===== src/rtl/dac_bank_pkg.sv =====
// Package: shared parameters and types for the four-channel converter code bank.
// Assumes: channel count is a power of two, so the write index decodes without holes.
package dac_bank_pkg;

    localparam int unsigned NUM_CH_DEF      = 4;
    localparam int unsigned CODE_W_DEF      = 8;
    localparam int unsigned SYNC_STAGES_DEF = 2;

    // Which source produced a transfer in the current cycle.
    typedef enum logic [1:0] {
        XFER_NONE = 2'd0,
        XFER_SW   = 2'd1,
        XFER_PIN  = 2'd2
    } xfer_src_e;

endpackage


===== src/rtl/dac_load_sync.sv =====
// Module: brings the asynchronous active-low load strobe into the clock domain
// and emits a one-cycle pulse on each of its falling edges.
// Assumes: the strobe stays low for at least SYNC_STAGES clocks; the idle level is high.
module dac_load_sync #(
    parameter int unsigned SYNC_STAGES = 2
) (
    input  logic clk,
    input  logic rst_n,
    input  logic strobe_n_async,
    output logic fall_pulse
);

    logic [SYNC_STAGES-1:0] sync_q;
    logic                   last_q;

    // Synchronizer chain: the first stage samples the raw pin, the rest re-time it.
    generate
        for (genvar s = 0; s < SYNC_STAGES; s++) begin : g_stage
            if (s == 0) begin : g_first
                always_ff @(posedge clk) begin
                    if (!rst_n) sync_q[0] <= 1'b1;
                    else        sync_q[0] <= strobe_n_async;
                end
            end else begin : g_rest
                always_ff @(posedge clk) begin
                    if (!rst_n) sync_q[s] <= 1'b1;
                    else        sync_q[s] <= sync_q[s-1];
                end
            end
        end
    endgenerate

    // History flop: remembers the previous synchronized level for edge detection.
    always_ff @(posedge clk) begin
        if (!rst_n) last_q <= 1'b1;
        else        last_q <= sync_q[SYNC_STAGES-1];
    end

    // Falling edge: the level was high last cycle and is low now.
    always_comb begin
        fall_pulse = last_q & ~sync_q[SYNC_STAGES-1];
    end

endmodule


===== src/rtl/dac_load_select.sv =====
// Module: picks the active transfer source using the configuration bit and
// produces the single transfer strobe shared by all channels.
// Assumes: sw_cmd is a synchronous one-cycle request; pin_fall is already synchronized.
module dac_load_select
    import dac_bank_pkg::*;
(
    input  logic      sw_cmd,
    input  logic      pin_fall,
    input  logic      pin_mode,
    output logic      xfer,
    output xfer_src_e xfer_src
);

    // Source gating: only the configured source can start a transfer.
    always_comb begin
        xfer_src = XFER_NONE;
        if (pin_mode) begin
            if (pin_fall) xfer_src = XFER_PIN;
        end else begin
            if (sw_cmd) xfer_src = XFER_SW;
        end
        xfer = (xfer_src != XFER_NONE);
    end

endmodule


===== src/rtl/dac_channel.sv =====
// Module: one channel of the bank, made of a staging register, a live register
// and a pending flag.
// Assumes: wr_hit and xfer are synchronous, single-cycle qualifiers.
module dac_channel #(
    parameter int unsigned CODE_W = 8
) (
    input  logic              clk,
    input  logic              rst_n,
    input  logic              wr_hit,
    input  logic [CODE_W-1:0] wr_val,
    input  logic              xfer,
    output logic [CODE_W-1:0] live_code,
    output logic              pend
);

    logic [CODE_W-1:0] stage_q;
    logic [CODE_W-1:0] stage_next;
    logic              pend_next;

    // Next staging value: a write in this cycle takes priority, so it can be transferred at once.
    always_comb begin
        stage_next = wr_hit ? wr_val : stage_q;
        pend_next  = wr_hit | pend;
    end

    // Staging register: loaded on every write to this channel.
    always_ff @(posedge clk) begin
        if (!rst_n)      stage_q <= '0;
        else if (wr_hit) stage_q <= wr_val;
    end

    // Live register: copies staged data only on a transfer while data is pending.
    always_ff @(posedge clk) begin
        if (!rst_n)                live_code <= '0;
        else if (xfer && pend_next) live_code <= stage_next;
    end

    // Pending flag: set by a write, cleared by any transfer (a write in the same cycle goes out with it).
    always_ff @(posedge clk) begin
        if (!rst_n)    pend <= 1'b0;
        else if (xfer) pend <= 1'b0;
        else           pend <= pend_next;
    end

endmodule


===== src/rtl/quad_dac_regbank.sv =====
// Module: top of the double-buffered code bank. It decodes the write port,
// synchronizes the load strobe, selects the transfer source and replicates the channels.
// Assumes: synchronous active-low reset; load_n is asynchronous and idles high.
module quad_dac_regbank
    import dac_bank_pkg::*;
#(
    parameter int unsigned NUM_CH      = NUM_CH_DEF,
    parameter int unsigned CODE_W      = CODE_W_DEF,
    parameter int unsigned SYNC_STAGES = SYNC_STAGES_DEF
) (
    input  logic                                 clk,
    input  logic                                 rst_n,
    input  logic                                 wr_en,
    input  logic [$clog2(NUM_CH)-1:0]            wr_chan,
    input  logic [CODE_W-1:0]                    wr_data,
    input  logic                                 sw_load,
    input  logic                                 pin_mode_en,
    input  logic                                 load_n,
    output logic [NUM_CH*CODE_W-1:0]             dac_code,
    output logic [NUM_CH-1:0]                    pending
);

    localparam int unsigned CH_IDX_W = $clog2(NUM_CH);

    logic              hw_fall;
    logic              load_fire;
    xfer_src_e         load_src;
    logic [NUM_CH-1:0] wr_hit;

    dac_load_sync #(
        .SYNC_STAGES (SYNC_STAGES)
    ) sync_i (
        .clk            (clk),
        .rst_n          (rst_n),
        .strobe_n_async (load_n),
        .fall_pulse     (hw_fall)
    );

    dac_load_select sel_i (
        .sw_cmd   (sw_load),
        .pin_fall (hw_fall),
        .pin_mode (pin_mode_en),
        .xfer     (load_fire),
        .xfer_src (load_src)
    );

    // Write decode: one hit line per channel.
    always_comb begin
        for (int k = 0; k < NUM_CH; k++) begin
            wr_hit[k] = wr_en && (wr_chan == CH_IDX_W'(k));
        end
    end

    generate
        for (genvar k = 0; k < NUM_CH; k++) begin : g_ch
            dac_channel #(
                .CODE_W (CODE_W)
            ) ch_i (
                .clk       (clk),
                .rst_n     (rst_n),
                .wr_hit    (wr_hit[k]),
                .wr_val    (wr_data),
                .xfer      (load_fire),
                .live_code (dac_code[k*CODE_W +: CODE_W]),
                .pend      (pending[k])
            );
        end
    endgenerate

endmodule


===== config.mk =====
export PLATFORM = sky130hd
export DESIGN_NAME = quad_dac_regbank
export DESIGN_NICKNAME = d
export VERILOG_FILES = /design/src/rtl/dac_bank_pkg.sv /design/src/rtl/dac_load_sync.sv /design/src/rtl/dac_load_select.sv /design/src/rtl/dac_channel.sv /design/src/rtl/quad_dac_regbank.sv
export SDC_FILE = /design/constraint.sdc
export NUM_CORES = 1
export LEC_CHECK = 0
export ABC_AREA = 1
export BUFFER_PORTS_ARGS = -buffer_cell sky130_fd_sc_hd__buf_2
export CORE_ASPECT_RATIO = 0.5
export CORE_UTILIZATION = 45
export DETAILED_ROUTE_END_ITERATION = 16
export PLACE_DENSITY = 0.66
export RECOVER_POWER = 50
export SLEW_MARGIN = 25
export SYNTH_ARGS = -nofsm -noshare
export SYNTH_HDL_FRONTEND = slang
export SYNTH_SLANG_ARGS = --single-unit

===== constraint.sdc =====
create_clock -name clk -period 1.2 [get_ports clk]
set_input_delay 0.12 -clock clk [delete_from_list [all_inputs] [get_ports clk]]
set_output_delay 0.12 -clock clk [all_outputs]
set_load 0.01 [all_outputs]

==> summary.md <==
| Metric | Value |
|---|---|
| Peak supply drop | between 900 and 1000 uV |
| Yosys reg bits | 71 |
| Crit path max fanout | 11 |
| DR vias/cell | 4.647 |
| Total CTS buffers | 9 |
| Share of cells above drive strength 1 | 0.2579 |
| Initial Util | 0.4755 |
| Largest net degree at the start of global routing | 33 |
| Clk pin slew, worst setup/hold paths | 0.06 ns |
| Clock sinks | 71 |
| Most common cell in the netlist | nand2_1 |
| DR DRC count | 0 |
| Die Wd | 116.3 um |
| IO Count | 52 |
| Core region area | 0.006181 mm^2 |
| YS warnings | 0 |
| Final Slew Violations | 0 |
| Maximum clock path buffer count | 2 |
| Post-DP Area | 0.003326 mm^2 |
| Worst stage delay on the critical path | 0.31 ns |
| Vias | 2463 |
| Max_cap viols | 0 |
| Cell taking the most area after synthesis | dfxtp_1 |
| CP startpoint kind | flop |
| CP Capture Type | flop |
| Final Instance Area | 0.003711 mm^2 |
| Synth area leaders | dfxtp_1 (48%), nand2_1 (11%), nor2_1 (8.2%), a21oi_1 (3.4%), nand4_1 (3.4%) |
| First-pass DRT Iterations | 4 |
| # rows | 20 |
| Diodes inserted | 0 |
| CP dominant cell by count | nor2_2 |
| Root buffer cell | clkbuf_16 |
| Most used DFF post-synth | dfxtp_1 |
| Crit path max-delay family | simple AND/OR/NAND/NOR gates |
| Worst skew pair latency | 0.33 ns |
| Final setup fails | 0 |
| Fmax | about 900 MHz |
| Outcome | finished clean |
| ANT nets after route | 0 |
| Initial DRC Count | 121 |
| Postcts setup bufs | 0 |
| RSZ-0062 raised after global routing | false |
| Synth Net Count | 391 |
| Count of buffer and inverter cells on the critical path | 3 |
| Crit path arrival time | 1.40 ns |
| Clock Skew | 0.007005 ns |
| Die Footprint | 0.006878 mm^2 |
| DP HPWL | roughly 4600 um |
| Layout Cells excl Fill | 530 |
| Final hold violation count | 0 |
| Final period util | 0.9438 |
| First-pass GRT wire length | 10680 um |
| # placed instances | 512 |
| Post-Syn Area | approximately 0.0029 mm^2 |
| Most frequent cells after synthesis | nand2_1 (90), dfxtp_1 (71), nor2_1 (64), inv_1 (22), a21oi_1 (20) |
| Sequential area share after synthesis | 0.4836 |
| H-Tree Depth | 3 |
| Remaining global-route overflow | 0 |
| Kind of critical path | flop to flop |
| RePlAce Congestion | 0.7835 |
| Post-Synthesis Cells | 375 |
| Die Y | 59.15 um |
| Vias in the first global route | 2243 |
| Final WL | 6506 um |
| Syn avg cell area | 7.838 um^2 |
| Gr usage total | 0.2112 |
| Tmin final | 1.133 ns |
| Nets | 453 |
| Flop2flop setup slack | 0.07 ns |
| Worst Hold Class | input port to flop |
| Worst EP required | 1.47 ns |
| DR WL/cell | 12.28 um |
| Critical-path cell list | inv_2, nand3_2, nand2_8, nand2_2, inv_6, buf_12, nor2_2, nor2_2 |
| CP max stage cell | dfxtp_1 |
| Number of flops mapped to enable cells by yosys | 0 |
| Share of the synthesized area in the top cell type | 0.4836 |
| Layout area overhead | 26.27% |
| PD cells | 1727 mW/mm^2 |
| Worst-Margin Slew | 0.5731 ns |
| Initial antenna violation count | 0 |
| CTS tree | yes |
| Buffers on Ports | 51 |
| Pleak | 0.001706 uW |
| Async set-reset flop share out of synthesis | 0 |
| Slew headroom | 0.6179 |
| Netlist cell types | 26 |
## final cells by class
class                      count  area [um^2]
timing repair inverter         1        5.005
clock buffer                  11        252.7
timing repair buffer          69        400.4
fill                         553         2470
clock inverter                 5        127.6
multi-input combinational    256         1274
inverter                      29        120.1
tap                           88        110.1
sequential                    71         1421
## worst paths after layout
path / endpoint / cells past startpoint / start
setup / recovery: g_ch[3].ch_i.live_code[3] / 8 / sync_i.sync_q[1]
hold reg to reg: sync_i.sync_q[1] / 1 / sync_i.sync_q[0]
setup reg to reg: g_ch[3].ch_i.live_code[3] / 8 / sync_i.sync_q[1]
hold / removal: sync_i.last_q / 2 / rst_n
## layout by cell type, fill, tap and decap left out, types with 4 or more instances in the layout
master	netlist	layout
inv_2	5	4
o21ai_1	16	16
a21oi_1	20	20
buf_4	4	12
nor2_2	16	16
o21ai_2	8	8
nand2_2	7	7
nand2_1	90	89
clkbuf_1	5	20
nand3b_1	8	8
dfxtp_1	71	71
clkbuf_16	0	9
nand4_1	16	16
nor2_1	64	64
bufinv_16	0	4
inv_1	22	22
buf_2	3	32
## what timing repair did
| item | in CTS | in global routing |
|---|---|---|
| resized for setup | 2 | 4 |
| endpoints found under the hold margin | 1 | 0 |
| hold buffers | 1 | 0 |
| setup endpoints to repair | 22 | 13 |
| cloned | 0 | 1 |
## where the power goes
part | internal, uW | leakage (uW) | switching (uW) | total [uW]
clock | 2350 | 0.000182 | 971 | 3320
combinational | 218 | 0.000946 | 369 | 588
sequential | 2460 | 0.000578 | 39.2 | 2500
## through the flow
| step | total power (uW) | worst slack (ns) | util | hold WS (ns) | TNS (ns) |
|---|---|---|---|---|---|
| 6_report | 6408 | 0.06747 | 0.6004 | 0.08020 | 0 |
| 5_1_grt | 6631 | 0.008227 | 0.6004 | 0.07737 | 0 |
| 4_1_cts | 6463 | 0.05295 | 0.6024 | 0.06957 | 0 |
| 3_5_place_dp | 3132 | -0.04461 | 0.5381 | 0.3143 | -0.2661 |
| 3_3_place_gp | 3114 | -0.02027 | 0.5381 | 0.3128 | -0.03980 |
| 2_1_floorplan | 2942 | 0.06447 | - | 0.2266 | 0 |
## layer usage
| metal | track usage | share of wire | up-vias |
|---|---|---|---|
| li1 | - | - | 1310 |
| met1 | 0.2701 | 0.50 | 1100 |
| met2 | 0.3398 | 0.44 | 46 |
| met3 | 0.06646 | 0.043 | 7 |
| met4 | 0.07509 | 0.012 | 0 |
| met5 | 0 | 0 | - |
## cells by family after synthesis
group,Yosys count,synth area share
AO/OA/AOI/OAI,44,0.08515
buffers and inverters,48,0.08727
flip-flops,71,0.4836
AND/OR/NAND/NOR,212,0.3440
## flip-flops by register name (all words and copies together), names as in the netlist
register / flops
sync_i.sync_q: 2
g_ch.ch_i.pend: 4
g_ch.ch_i.stage_q: 32
g_ch.ch_i.live_code: 32
sync_i.last_q: 1
Note: power is estimated with default switching activity, not from simulation.
